## src/rtl/cfgx_pkg.sv

```systemverilog
// Shared constants and types of the configuration access translator.
// Assumes a fixed 3-bit transaction type code.
package cfgx_pkg;
    localparam logic [2:0] CFGX_TYPE_NEAR = 3'd4;   // type-0 configuration
    localparam logic [2:0] CFGX_TYPE_FAR  = 3'd5;   // type-1 configuration

    typedef struct packed {
        logic       is_local;
        logic [2:0] kind;
        logic       bad;
    } cfgx_route_t;
endpackage

```

## src/rtl/cfgx_screen.sv

```systemverilog
// Screens out requests to device slots that cannot exist on the two
// closest buses. Purely combinational. Assumes bus 0 is the local bus.
module cfgx_screen #(
    parameter int BUS_W     = 8,
    parameter int DEV_W     = 5,
    parameter int LOCAL_DEV = 2,   // device slots on bus 0
    parameter int NEXT_DEV  = 1    // device slots on bus 1
) (
    input  logic [BUS_W-1:0] bus,
    input  logic [DEV_W-1:0] dev,
    output logic             bad
);
    localparam logic [BUS_W-1:0] BUS_LOCAL = '0;
    localparam logic [BUS_W-1:0] BUS_NEXT  = BUS_W'(1);
    localparam logic [DEV_W-1:0] LIM_LOCAL = DEV_W'(LOCAL_DEV);
    localparam logic [DEV_W-1:0] LIM_NEXT  = DEV_W'(NEXT_DEV);

    // flag a device number beyond the slot count of its bus
    always_comb begin
        bad = 1'b0;
        if (bus == BUS_LOCAL && dev >= LIM_LOCAL) bad = 1'b1;
        if (bus == BUS_NEXT  && dev >= LIM_NEXT)  bad = 1'b1;
    end
endmodule

```

## src/rtl/cfgx_route.sv

```systemverilog
// Works out the window, the type code, the packed remote identifier and
// the aligned offset of one request. Combinational. Assumes the packed
// fields fit in TGT_W bits, top-aligned in bus, device, function order.
module cfgx_route #(
    parameter int BUS_W     = 8,
    parameter int DEV_W     = 5,
    parameter int FN_W      = 3,
    parameter int OFF_W     = 12,
    parameter int TGT_W     = 32,
    parameter int ALIGN_B   = 2,   // low offset bits cleared
    parameter int NEAR_BUSES = 2   // buses using type-0 access
) (
    input  logic [BUS_W-1:0]  bus,
    input  logic [DEV_W-1:0]  dev,
    input  logic [FN_W-1:0]   fn,
    input  logic [OFF_W-1:0]  off,
    input  logic              bad,
    output cfgx_pkg::cfgx_route_t route,
    output logic [TGT_W-1:0]  packed_id,
    output logic [OFF_W-1:0]  off_al
);
    localparam int BUS_LSB = TGT_W - BUS_W;
    localparam int DEV_LSB = BUS_LSB - DEV_W;
    localparam int FN_LSB  = DEV_LSB - FN_W;
    localparam logic [BUS_W-1:0] NEAR_LIM = BUS_W'(NEAR_BUSES);

    // window and type selection from the bus number
    always_comb begin
        route.is_local = (bus == '0);
        route.kind     = (bus < NEAR_LIM) ? cfgx_pkg::CFGX_TYPE_NEAR
                                          : cfgx_pkg::CFGX_TYPE_FAR;
        route.bad      = bad;
    end

    // place bus, device and function into the remote identifier
    always_comb begin
        packed_id = '0;
        packed_id[BUS_LSB +: BUS_W] = bus;
        packed_id[DEV_LSB +: DEV_W] = dev;
        packed_id[FN_LSB  +: FN_W]  = fn;
    end

    // clear the sub-dword offset bits, one bit per generated slice
    genvar gi;
    generate
        for (gi = 0; gi < OFF_W; gi++) begin : g_al
            if (gi < ALIGN_B) begin : g_zero
                assign off_al[gi] = 1'b0;
            end else begin : g_keep
                assign off_al[gi] = off[gi];
            end
        end
    endgenerate
endmodule

```

## src/rtl/cfg_xlate.sv

```systemverilog
// Configuration access translator top. Accepts one request per handshake
// and presents the registered translation one cycle later. It holds the
// remote target identifier between requests. Assumes the consumer takes
// a result with rsp_valid && rsp_ready.
module cfg_xlate #(
    parameter int BUS_W = 8,
    parameter int DEV_W = 5,
    parameter int FN_W  = 3,
    parameter int OFF_W = 12,
    parameter int TGT_W = 32
) (
    input  logic             clk,
    input  logic             rst_n,
    input  logic             req_valid,
    output logic             req_ready,
    input  logic             req_write,
    input  logic [BUS_W-1:0] req_bus,
    input  logic [DEV_W-1:0] req_dev,
    input  logic [FN_W-1:0]  req_fn,
    input  logic [OFF_W-1:0] req_off,
    output logic             rsp_valid,
    input  logic             rsp_ready,
    output logic             rsp_local,
    output logic [2:0]       rsp_type,
    output logic [TGT_W-1:0] rsp_target,
    output logic [OFF_W-1:0] rsp_off,
    output logic             rsp_abort,
    output logic             rsp_err,
    output logic [TGT_W-1:0] rsp_rdata
);
    logic                  scr_bad;
    cfgx_pkg::cfgx_route_t rt;
    logic [TGT_W-1:0]      pid;
    logic [OFF_W-1:0]      aoff;
    logic                  acc;

    cfgx_screen #(.BUS_W(BUS_W), .DEV_W(DEV_W)) u_screen (
        .bus(req_bus), .dev(req_dev), .bad(scr_bad)
    );

    cfgx_route #(.BUS_W(BUS_W), .DEV_W(DEV_W), .FN_W(FN_W),
                 .OFF_W(OFF_W), .TGT_W(TGT_W)) u_route (
        .bus(req_bus), .dev(req_dev), .fn(req_fn), .off(req_off),
        .bad(scr_bad), .route(rt), .packed_id(pid), .off_al(aoff)
    );

    // take a request when the result slot is empty or being drained
    assign req_ready = !rsp_valid || rsp_ready;
    assign acc       = req_valid && req_ready;

    // result register and the held remote target identifier
    always_ff @(posedge clk) begin
        if (!rst_n) begin
            rsp_valid  <= 1'b0;
            rsp_local  <= 1'b0;
            rsp_type   <= '0;
            rsp_target <= '0;
            rsp_off    <= '0;
            rsp_abort  <= 1'b0;
            rsp_err    <= 1'b0;
            rsp_rdata  <= '0;
        end else if (acc) begin
            rsp_valid <= 1'b1;
            rsp_local <= rt.is_local;
            rsp_type  <= rt.kind;
            rsp_off   <= aoff;
            rsp_abort <= rt.bad;
            rsp_err   <= rt.bad && req_write;
            rsp_rdata <= (rt.bad && !req_write) ? '1 : '0;
            if (!rt.bad && !rt.is_local) rsp_target <= pid;
        end else if (rsp_ready) begin
            rsp_valid <= 1'b0;
        end
    end

    a_r1_local_keeps_target: assert property (@(posedge clk) disable iff (!rst_n)
        (acc && req_bus == '0) |=> (rsp_local && $stable(rsp_target)));
    a_r2_type_legal: assert property (@(posedge clk) disable iff (!rst_n)
        rsp_valid |-> (rsp_type == 3'd4 || rsp_type == 3'd5));
    a_r4_aligned: assert property (@(posedge clk) disable iff (!rst_n)
        rsp_valid |-> (rsp_off[1:0] == 2'b00));
    a_r5_bad_keeps_target: assert property (@(posedge clk) disable iff (!rst_n)
        (acc && scr_bad) |=> (rsp_abort && $stable(rsp_target)));
    a_r6_bad_read_ones: assert property (@(posedge clk) disable iff (!rst_n)
        (acc && scr_bad && !req_write) |=> (rsp_rdata == '1 && !rsp_err));
    a_r7_bad_write_err: assert property (@(posedge clk) disable iff (!rst_n)
        (acc && scr_bad && req_write) |=> rsp_err);
    a_r8_latency: assert property (@(posedge clk) disable iff (!rst_n)
        acc |=> rsp_valid);
    a_r8_hold: assert property (@(posedge clk) disable iff (!rst_n)
        (rsp_valid && !rsp_ready) |=> (rsp_valid && $stable(rsp_off)
            && $stable(rsp_type) && $stable(rsp_abort) && $stable(rsp_local)));
endmodule

```

## config.mk

```make
export PLATFORM = sky130hd
export DESIGN_NAME = cfg_xlate
export DESIGN_NICKNAME = d
export VERILOG_FILES = /design/src/rtl/cfgx_pkg.sv /design/src/rtl/cfgx_screen.sv /design/src/rtl/cfgx_route.sv /design/src/rtl/cfg_xlate.sv
export SDC_FILE = /design/constraint.sdc
export NUM_CORES = 1
export LEC_CHECK = 0
export ABC_AREA = 0
export BUFFER_PORTS_ARGS = -buffer_cell sky130_fd_sc_hd__buf_2
export CORE_ASPECT_RATIO = 0.8
export CORE_MARGIN = 2
export CORE_UTILIZATION = 33
export CTS_BUF_LIST = sky130_fd_sc_hd__clkbuf_8 sky130_fd_sc_hd__clkbuf_16
export DETAILED_ROUTE_END_ITERATION = 8
export GPL_TIMING_DRIVEN = 0
export PLACE_DENSITY = 0.66
export SLEW_MARGIN = 0
export SYNTH_ARGS = -nofsm -noshare
export SYNTH_HDL_FRONTEND = slang
export SYNTH_HIERARCHICAL = 1
export SYNTH_SLANG_ARGS = --single-unit
```

## constraint.sdc

```tcl
create_clock -name clk -period 3.5 [get_ports clk]
set_input_delay 1.05 -clock clk [delete_from_list [all_inputs] [get_ports clk]]
set_output_delay 1.05 -clock clk [all_outputs]
set_load 0.02 [all_outputs]
```

After elaboration in Yosys (flattened, before gate mapping):

Cells that the tools add are included.

* eq/ne operators: 1
* mux-type cells: 6
* order comparisons: 3
* reductions and logical operators: 14

Operator list (count)
* 2-to-1 mux 32 bit: 1
* == test 8 x 1 -> 1 bit (second input constant): 1
* logical NOT 8 bit: 1
* less-than comparator 8 x 2 -> 1 bit (second input constant): 1
* logical AND 1 bit: 6
* >= comparator 5 x 1 -> 1 bit (second input constant): 1
* >= comparator 5 x 2 -> 1 bit (second input constant): 1
* 2-to-1 mux 1 bit: 5
* logical NOT 1 bit: 4
* AND reduction 2 bit: 1
* nonzero test 2 bit: 1
* logical OR 1 bit: 1

* output and inout port bits: 84
* flip-flop bits (word level): 65
* logic and storage cells: 32
* input port bits: 33

Depth between registers and ports, before layout:

Gate-level depths: netlist of run 1.

* depth after elaboration: 7
* gate-level depth with buffers: 6
* depth with buffers taken out: 4

Modules after synthesis:

Netlist of run 1, hierarchy kept.

By module, submodules not included
* cfg_xlate: instances 1, cells each 261, area each 2323.5 um^2, seq. area each 1041.0 um^2
* cfgx_route: instances 1, cells each 53, area each 386.6 um^2, seq. area each 0.0 um^2
* cfgx_screen: instances 1, cells each 5, area each 31.3 um^2, seq. area each 0.0 um^2

Worst setup path after synthesis of run 1:

OpenSTA, ideal clock, no wires.

* path type: in2out
* start: input rsp_ready
* end: output req_ready
* stages on the path: 3
* setup slack: 0.971 ns
* arrival: 1.479 ns
* path through: nor2b_2 inv_1 buf_2

* longest elaborated chain between the ends: 1

Ends and longest elaborated chain
* start: declaration: RTL line cfg_xlate.sv:22 `input logic rsp_ready,`
* logical OR 1 bit: RTL line cfg_xlate.sv:48 `assign req_ready = !rsp_valid || rsp_ready;`
* end: declaration: RTL line cfg_xlate.sv:15 `output logic req_ready,`

No other way between the ends.

Worst setup path after layout of run 1:

Ends and elaborated chain as after synthesis.

==> impl_metrics.tcl, run 1 <==
set metrics [dict create \
    core-area_um2 7980 \
    antenna_cells 0 \
    area_growth_pct 28.9 \
    p_comb_frac 0.199 \
    internal_power_uw 891 \
    nFillCells 840 \
    cp-end-kind "output port" \
    drc_errors 0 \
    firstDrtPassIters 4 \
    post_synth_num_cell_types 23 \
    period_needed_ns 2.87 \
    power_density_nw_per_um2 350 \
    grt_max_degree 34 \
    port_buffers 100 \
    grt_pass1_wl_um 9800 \
    worstPathArrival_ns 1.82 \
    p_sw_uw 344 \
    vias 2357 \
    switching_share 0.279 \
    slew_violations 0 \
    start_util 0.343 \
    multiInputGateArea_um2 1070 \
    wl_per_cell_um 11.0 \
    netlist_instances 319 \
    die_area_um2 9060 \
    rsz0062_at_grt "no" \
    ys_warn_count 6 \
    place_inst 545 \
    track_usage 0.134 \
    dpl_worst_slack_ns 0.573 \
    rrSetupSlack_ns 2.09 \
    ant_nets 0 \
    place.gp.congestion 0.739 \
    crit_type "in -> out" \
    cts_root_buffer "clkbuf_8" \
    p_leak_nw 1.90 \
    post-route-period-util 0.821 \
    start_kind "input port" \
    drt-vias-per-instance 4.26 \
    nets 477 \
    ys_seq_area_frac 0.380 \
    synth_area_um2 2740 \
    insertion_delay_ns 0.29 \
    ys_seq_elements 52 \
    hpwl_um 4660 \
    drt_iter0_drc 83 \
    tns_ns 0 \
    htreeDepth 2 \
    required_ns 2.45 \
    hold_viol_final 0 \
    cp_max_fo 10 \
    final_common_cell "buf_2" \
    final_cell_mix "buf_2, buf_4, nand2_1" \
    relSlewSlack 0.372 \
    die_w_um 106 \
    worst_ir_drop_vdd_uv 169 \
    worst-slew-pin-transition_ns 0.940 \
    grt_overflow 0 \
    dieHeight_um 85.5 \
    final_area_um2 3530 \
    final_cells 553 \
    final-setup-viol-count 0 \
    postCtsSetupRepairBufs 0 \
    p_total_mw 1.24 \
    outcome "complete, no violations" \
    cts_tree "done" \
    hold_ws_ns 0.457 \
    postPlaceCellArea_um2 3440 \
    utilization 0.443 \
    fmax_mhz 348 \
    maxCapViolations 0 \
    cts_buffers 5 \
    clock_path_buffers 2 \
    path_clk_slew_ns 0.09 \
    hold_buffers 0 \
    setup_slack_ns 0.628 \
    skew_ns 0.00181 \
    routed_wl_um 6100 \
    std_cell_rows 29 \
    avgSynthCellArea_um2 8.59 \
    grt_pass1_vias 2082 \
    hold_path_class "reg -> reg" \
    drive_gt1_frac 0.440 \
    boundaryPins 117 \
    clkPwrFrac 0.281 \
    cts_resized 0 \
    cts.sinks 52 \
    seqPwrFrac 0.521 \
    antenna_found_initial 0 \
    ff_latch_area_um2 1040 \
]
==> area by class of cell <==
type                    instances  area share
well taps                     108      0.0382
flip-flops and latches         52       0.295
multi-input cells             185       0.302
inverters                       2     0.00212
clock inverters                 2     0.00212
repair buffers                100       0.142
plain buffers                  98       0.196
clock buffers                   6      0.0234
==> power groups by stage <==
stage                     sequential, mW  combinational, mW  clock, mW
final                              0.643              0.246      0.347
after global routing               0.648              0.269      0.386
after CTS                          0.644              0.248      0.364
after detailed placement           0.657              0.248          0
after global placement             0.656              0.244          0
after floorplan                    0.701              0.130          0
==> cell families after synthesis <==
| logic type | share of synthesized area |
|---|---|
| buf+inv | 0.255 |
| simple gates | 0.153 |
| flops | 0.380 |
| compound gates | 0.0922 |
| mux | 0.117 |
| other cells | 0.00274 |
==> worst paths after layout <==
check | to | cells past startpoint | from
min reg2reg | rsp_target[9] | 2 | rsp_target[9]
min | rsp_target[9] | 2 | rsp_target[9]
max | req_ready | 5 | rsp_ready
max reg2reg | rsp_target[20] | 4 | rsp_valid
==> state kept, by name, summed over array words and instances (netlist names) <==
signal	cells
rsp_local	1
rsp_valid	1
rsp_rdata	1
rsp_err	1
rsp_off	12
rsp_abort	1
rsp_type	3
rsp_target	32
==> layer usage <==
metal | GRT usage | share of wire | vias to the layer above
met3 | 0.0418 | 0.089 | 5
met1 | 0.168 | 0.45 | 1059
met5 | 0 | 0 | -
met4 | 0.0323 | 0.0059 | 0
met2 | 0.228 | 0.45 | 95
li1 | - | - | 1198
==> Yosys cell counts <==
cell	count	area, um2
or3_1	1	6.26
conb_1	2	7.51
mux2i_1	32	320
nor4_4	1	21.3
a21boi_0	13	97.6
nand4b_1	1	8.76
dfxtp_1	52	1040
buf_6	3	33.8
nand4_1	1	6.26
nor2_1	1	3.75
o21ai_0	19	95.1
inv_1	2	7.51
nand3_1	17	85.1
buf_1	1	3.75
nor2b_2	1	8.76
buf_4	78	586
nand2_1	65	244
buf_2	7	35.0
nor4_1	1	6.26
or4_1	4	30.0
a21boi_1	7	52.6
clkbuf_1	9	33.8
a211oi_1	1	7.51
==> critical path, stage by stage <==
cell and delay, ns:
buf_2 0.10, nor2b_2 0.19, inv_1 0.09, buf_2 0.20, buf_2 0.18
No activity file was read; power rests on OpenSTA's default activity.
==> inputs of run 2 (changes only) <==
- ABC_AREA: 0 -> 1
- PLACE_DENSITY: 0.66 -> 0.64
- clock period: 3.5 -> 2.9 ns (I/O delays scaled with it)
==> run 2 against run 1 <==
- critical path depth rose by 1
- largest power group unchanged
- die area rose by 13%
- sequential share of layout area fell by 3.4 points
- clock-buffer cell count rose by 1
- sequential power rose by 23%
- final area rose by 13%
- clock skew rose by 0.0018 ns
- combinational power rose by 57%
- critical path type unchanged
==> impl_metrics.tcl, run 2 <==
set metrics [dict create \
    port_buffers 99 \
    period_needed_ns 2.56 \
    antenna_found_initial 0 \
    maxCapViolations 0 \
    synth_most_common_cell "inv_1" \
    insertion_delay_ns 0.29 \
    cts_tree "done" \
    ys_seq_elements 52 \
    std_cell_rows 31 \
    slew_violations 0 \
    fmax_mhz 391 \
    tns_ns 0 \
    dieHeight_um 90.9 \
    final_cells 725 \
    cp_max_fo 10 \
    cts.sinks 52 \
    final-setup-viol-count 0 \
    outcome "complete, no violations" \
    synth-main-ff-cell "dfxtp_1" \
    ys_seq_area_frac 0.334 \
    start_kind "input port" \
    die_area_um2 10200 \
    avgSynthCellArea_um2 6.42 \
    yosys.area.top_type "dfxtp_1" \
    grt_overflow 0 \
    relSlewSlack 0.335 \
    drc_errors 0 \
    grt_max_degree 34 \
    postCtsSetupRepairBufs 0 \
    worst-slew-pin-transition_ns 0.995 \
    rsz0062_at_grt "no" \
    hpwl_um 5610 \
    grt_pass1_wl_um 11800 \
    final_common_cell "buf_2" \
    die_w_um 113 \
    drive_gt1_frac 0.333 \
    largest_register "rsp_target" \
    cts_root_buffer "clkbuf_16" \
    ant_nets 0 \
    synth_xor_area_frac 0 \
    cts_buffers 5 \
    netlist_top_cells_count "inv_1, nand2_1, buf_4, nor2_1, dfxtp_1" \
    vias 2854 \
    track_usage 0.139 \
    path_clk_slew_ns 0.07 \
    synth_top_family_by_area "buffers and inverters" \
    place.gp.congestion 0.770 \
    final_cell_mix "buf_2, inv_1, nand2_1" \
    synth_fa_ha_area_frac 0 \
    synthArstFlopShare 0 \
    hold_ws_ns 0.460 \
    firstDrtPassIters 5 \
    place_inst 717 \
    hold_buffers 0 \
    routed_wl_um 7250 \
    synth-simple-area-share 0.277 \
    htreeDepth 2 \
    clock_path_buffers 2 \
    wl_per_cell_um 9.99 \
    antenna_cells 0 \
    cp-end-kind "output port" \
    p_leak_nw 2.47 \
    nFillCells 918 \
    synth_mux_area_frac 0 \
    worst_ir_drop_vdd_uv 321 \
    area_growth_pct 28.6 \
    largest_reg_flops 32 \
    required_ns 2.03 \
    netlist.area_leader.share 0.334 \
    crit_type "in -> out" \
    synth_edf_count 0 \
    post_synth_num_cell_types 18 \
    top_regs "rsp_target: 32 flops, rsp_off: 12 flops, rsp_type: 3 flops" \
    ys_warn_count 6 \
    boundaryPins 117 \
    drt-vias-per-instance 3.94 \
    synth_compound_area_frac 0.0322 \
    p_total_mw 1.90 \
    nets 642 \
    hold_path_class "reg -> reg" \
    grt_pass1_vias 2599 \
    drt_iter0_drc 116 \
    netlist_instances 485 \
    worstPathArrival_ns 1.69 \
    hold_viol_final 0 \
    synth_area_um2 3110 \
    cts_resized 0 \
    yosys-top-cells-area "dfxtp_1, buf_4, inv_1" \
    start_util 0.342 \
    skew_ns 0.00364 \
    core-area_um2 9110 \
    post-route-period-util 0.883 \
    power_density_nw_per_um2 475 \
]
run 2: worst paths after layout:
check | from | endpoint | slack [ns] | depth (start not counted)
worst min-delay path | rsp_err | rsp_err | 0.46 | 2
worst max register to register | rsp_rdata[30] | rsp_rdata[30] | 1.60 | 2
worst max-delay path | rsp_ready | req_ready | 0.34 | 6
worst min register to register | rsp_err | rsp_err | 0.46 | 2
run 2: routing by layer:
metal / routed length (um) / up-vias / global-route usage
met5: 0 / - / 0
met4: 59 / 0 / 0.0264
met3: 512 / 6 / 0.0483
met2: 3210 / 70 / 0.228
met1: 3460 / 1214 / 0.178
li1: - / 1564 / -
run 2: worst max-delay path, cell delays in order:
cell,delay [ns]
buf_2,0.07
inv_1,0.03
nand2_2,0.08
buf_2,0.24
buf_4,0.21
buf_2,0.18
run 2: final cells by class:
class                           instances  area, um2  share of cell area
Buffer                                100        691               0.173
Clock buffer                            7        153              0.0381
Clock inverter                          1       30.0             0.00750
Inverter                              110        413               0.103
Multi-Input combinational cell        241       1040               0.259
Sequential cell                        52       1040               0.260
Tap cell                              115        144              0.0359
Timing Repair Buffer                   99        495               0.124
run 2: through the flow:
step / setup WS (ns) / area [um2] / utilization
detailed placement: 0.316 / 3820 / 0.419
global route: 0.205 / 4000 / 0.439
floorplan: 0.711 / 3180 / -
global placement: 0.361 / 3820 / 0.419
CTS: 0.322 / 4000 / 0.439
finish: 0.340 / 4000 / 0.439
run 2: power by group:
| part | internal, mW | switching, mW | leakage (nW) |
|---|---|---|---|
| Sequential | 0.769 | 0.0257 | 0.431 |
| Clock | 0.455 | 0.265 | 0.0901 |
| Combinational | 0.154 | 0.232 | 1.95 |
run 2: kinds of logic (layout without fill, tap and decap cells):
kind of cell / Yosys count / count (layout)
other: 2 / 20
AND/OR/NAND/NOR: 201 / 201
AO/OA/AOI/OAI: 20 / 20
flip-flops: 52 / 52
buffers and inverters: 210 / 317
==> inputs of run 3 (changes only) <==
- BUFFER_PORTS_ARGS: -buffer_cell sky130_fd_sc_hd__buf_2 -> -buffer_cell sky130_fd_sc_hd__clkbuf_2
==> run 3 against run 2 <==
- clock-buffer cell count fell by 2
- total power shrank 7.9%
- flip-flop and latch count did not move
- largest power group unchanged
==> impl_metrics.tcl, run 3 (synthesized netlist as in run 2, its figures left out) <==
set metrics [dict create \
    tns_ns 0 \
    slew_violations 0 \
    track_usage 0.138 \
    grt_max_degree 34 \
    largest_register "rsp_target" \
    grt_overflow 0 \
    utilization 0.434 \
    p_leak_nw 2.40 \
    dpl_worst_slack_ns 0.331 \
    start_kind "input port" \
    crit_type "in -> out" \
    insertion_delay_ns 0.29 \
    routed_wl_um 7180 \
    cp_max_fo 10 \
    boundaryPins 117 \
    cp-end-kind "output port" \
    hold_viol_final 0 \
    path_cells "clkbuf_2 -> inv_1 -> nand2_2 -> buf_2 -> buf_4 -> clkbuf_2" \
    relSlewSlack 0.364 \
    post-route-period-util 0.877 \
    largest_reg_flops 32 \
    grt_pass1_wl_um 11700 \
    postPlaceCellArea_um2 3820 \
    cts_buffers 5 \
    cts.sinks 52 \
    worst-slew-pin-transition_ns 0.952 \
    dieHeight_um 90.9 \
    vias 2876 \
    fmax_mhz 393 \
    drc_errors 0 \
    final_cells 724 \
    slowest_delay_ns 0.22 \
    outcome "complete, no violations" \
    drive_gt1_frac 0.330 \
    area_growth_pct 27.0 \
    final_area_um2 3950 \
    wl_per_cell_um 9.92 \
    worst_ir_drop_vdd_uv 241 \
    hold_buffers 0 \
    clock_path_buffers 2 \
    hold_ws_ns 0.465 \
    grt_pass1_vias 2612 \
    antenna_cells 0 \
    skew_ns 0.00329 \
    required_ns 2.03 \
    postCtsSetupRepairBufs 0 \
    firstDrtPassIters 4 \
    cp_top_family "buffers and inverters" \
    hpwl_um 5530 \
    crit_top_cell "clkbuf_2" \
    nets 642 \
    path_clk_slew_ns 0.06 \
    drt_iter0_drc 98 \
    htreeDepth 2 \
    antenna_found_initial 0 \
    place_inst 717 \
    worstPathArrival_ns 1.67 \
    maxCapViolations 0 \
    p_total_mw 1.75 \
    hold_path_class "reg -> reg" \
    period_needed_ns 2.54 \
    start_util 0.342 \
    cts_tree "done" \
    power_density_nw_per_um2 443 \
    ant_nets 0 \
    crit_buf_inv 5 \
    final-setup-viol-count 0 \
    rrSetupSlack_ns 1.63 \
    cts_root_buffer "clkbuf_16" \
    rsz0062_at_grt "no" \
    critPathSlowestCell "buf_2" \
    core-area_um2 9110 \
    final_cell_mix "inv_1, clkbuf_2, nand2_1" \
    die_area_um2 10200 \
    place.gp.congestion 0.754 \
    drt-vias-per-instance 3.97 \
    die_w_um 113 \
    setup_slack_ns 0.358 \
    final_common_cell "inv_1" \
    std_cell_rows 31 \
    top_regs "rsp_target: 32 flops, rsp_off: 12 flops, rsp_type: 3 flops" \
    port_buffers 99 \
    cts_resized 0 \
]
==> run 3: worst paths after layout <==
path	start	endpoint	depth (start not counted)
hold reg to reg	rsp_abort	rsp_abort	2
setup reg to reg	rsp_rdata[30]	rsp_rdata[30]	2
setup / recovery	rsp_ready	req_ready	6
hold / removal	rsp_abort	rsp_abort	2
==> run 3: per-layer routing <==
layer	share of wire	track usage	wire (um)
met1	0.48	0.178	3460
met3	0.073	0.0477	524
met4	0.0098	0.0305	70
met5	0	0	0
met2	0.43	0.224	3120
==> run 3: area by class of cell <==
type	count	area, um2
fill	965	5160
sequential	52	1040
multi-input combinational	241	1040
buffer	100	691
timing repair buffer	99	495
inverter	110	413
tap	115	144
clock buffer	5	125
clock inverter	2	8.76
==> run 3: worst min-delay path, cell delays in order, from the launching register on <==
cell and delay [ns]:
dfxtp_1 0.31, nand2_1 0.06, a21oi_1 0.05
==> run 3: where the power goes <==
group | leakage [nW] | internal, mW | switching (mW)
sequential | 0.431 | 0.769 | 0.0281
clock | 0.0709 | 0.311 | 0.258
combinational | 1.90 | 0.152 | 0.231
total | 2.40 | 1.23 | 0.517
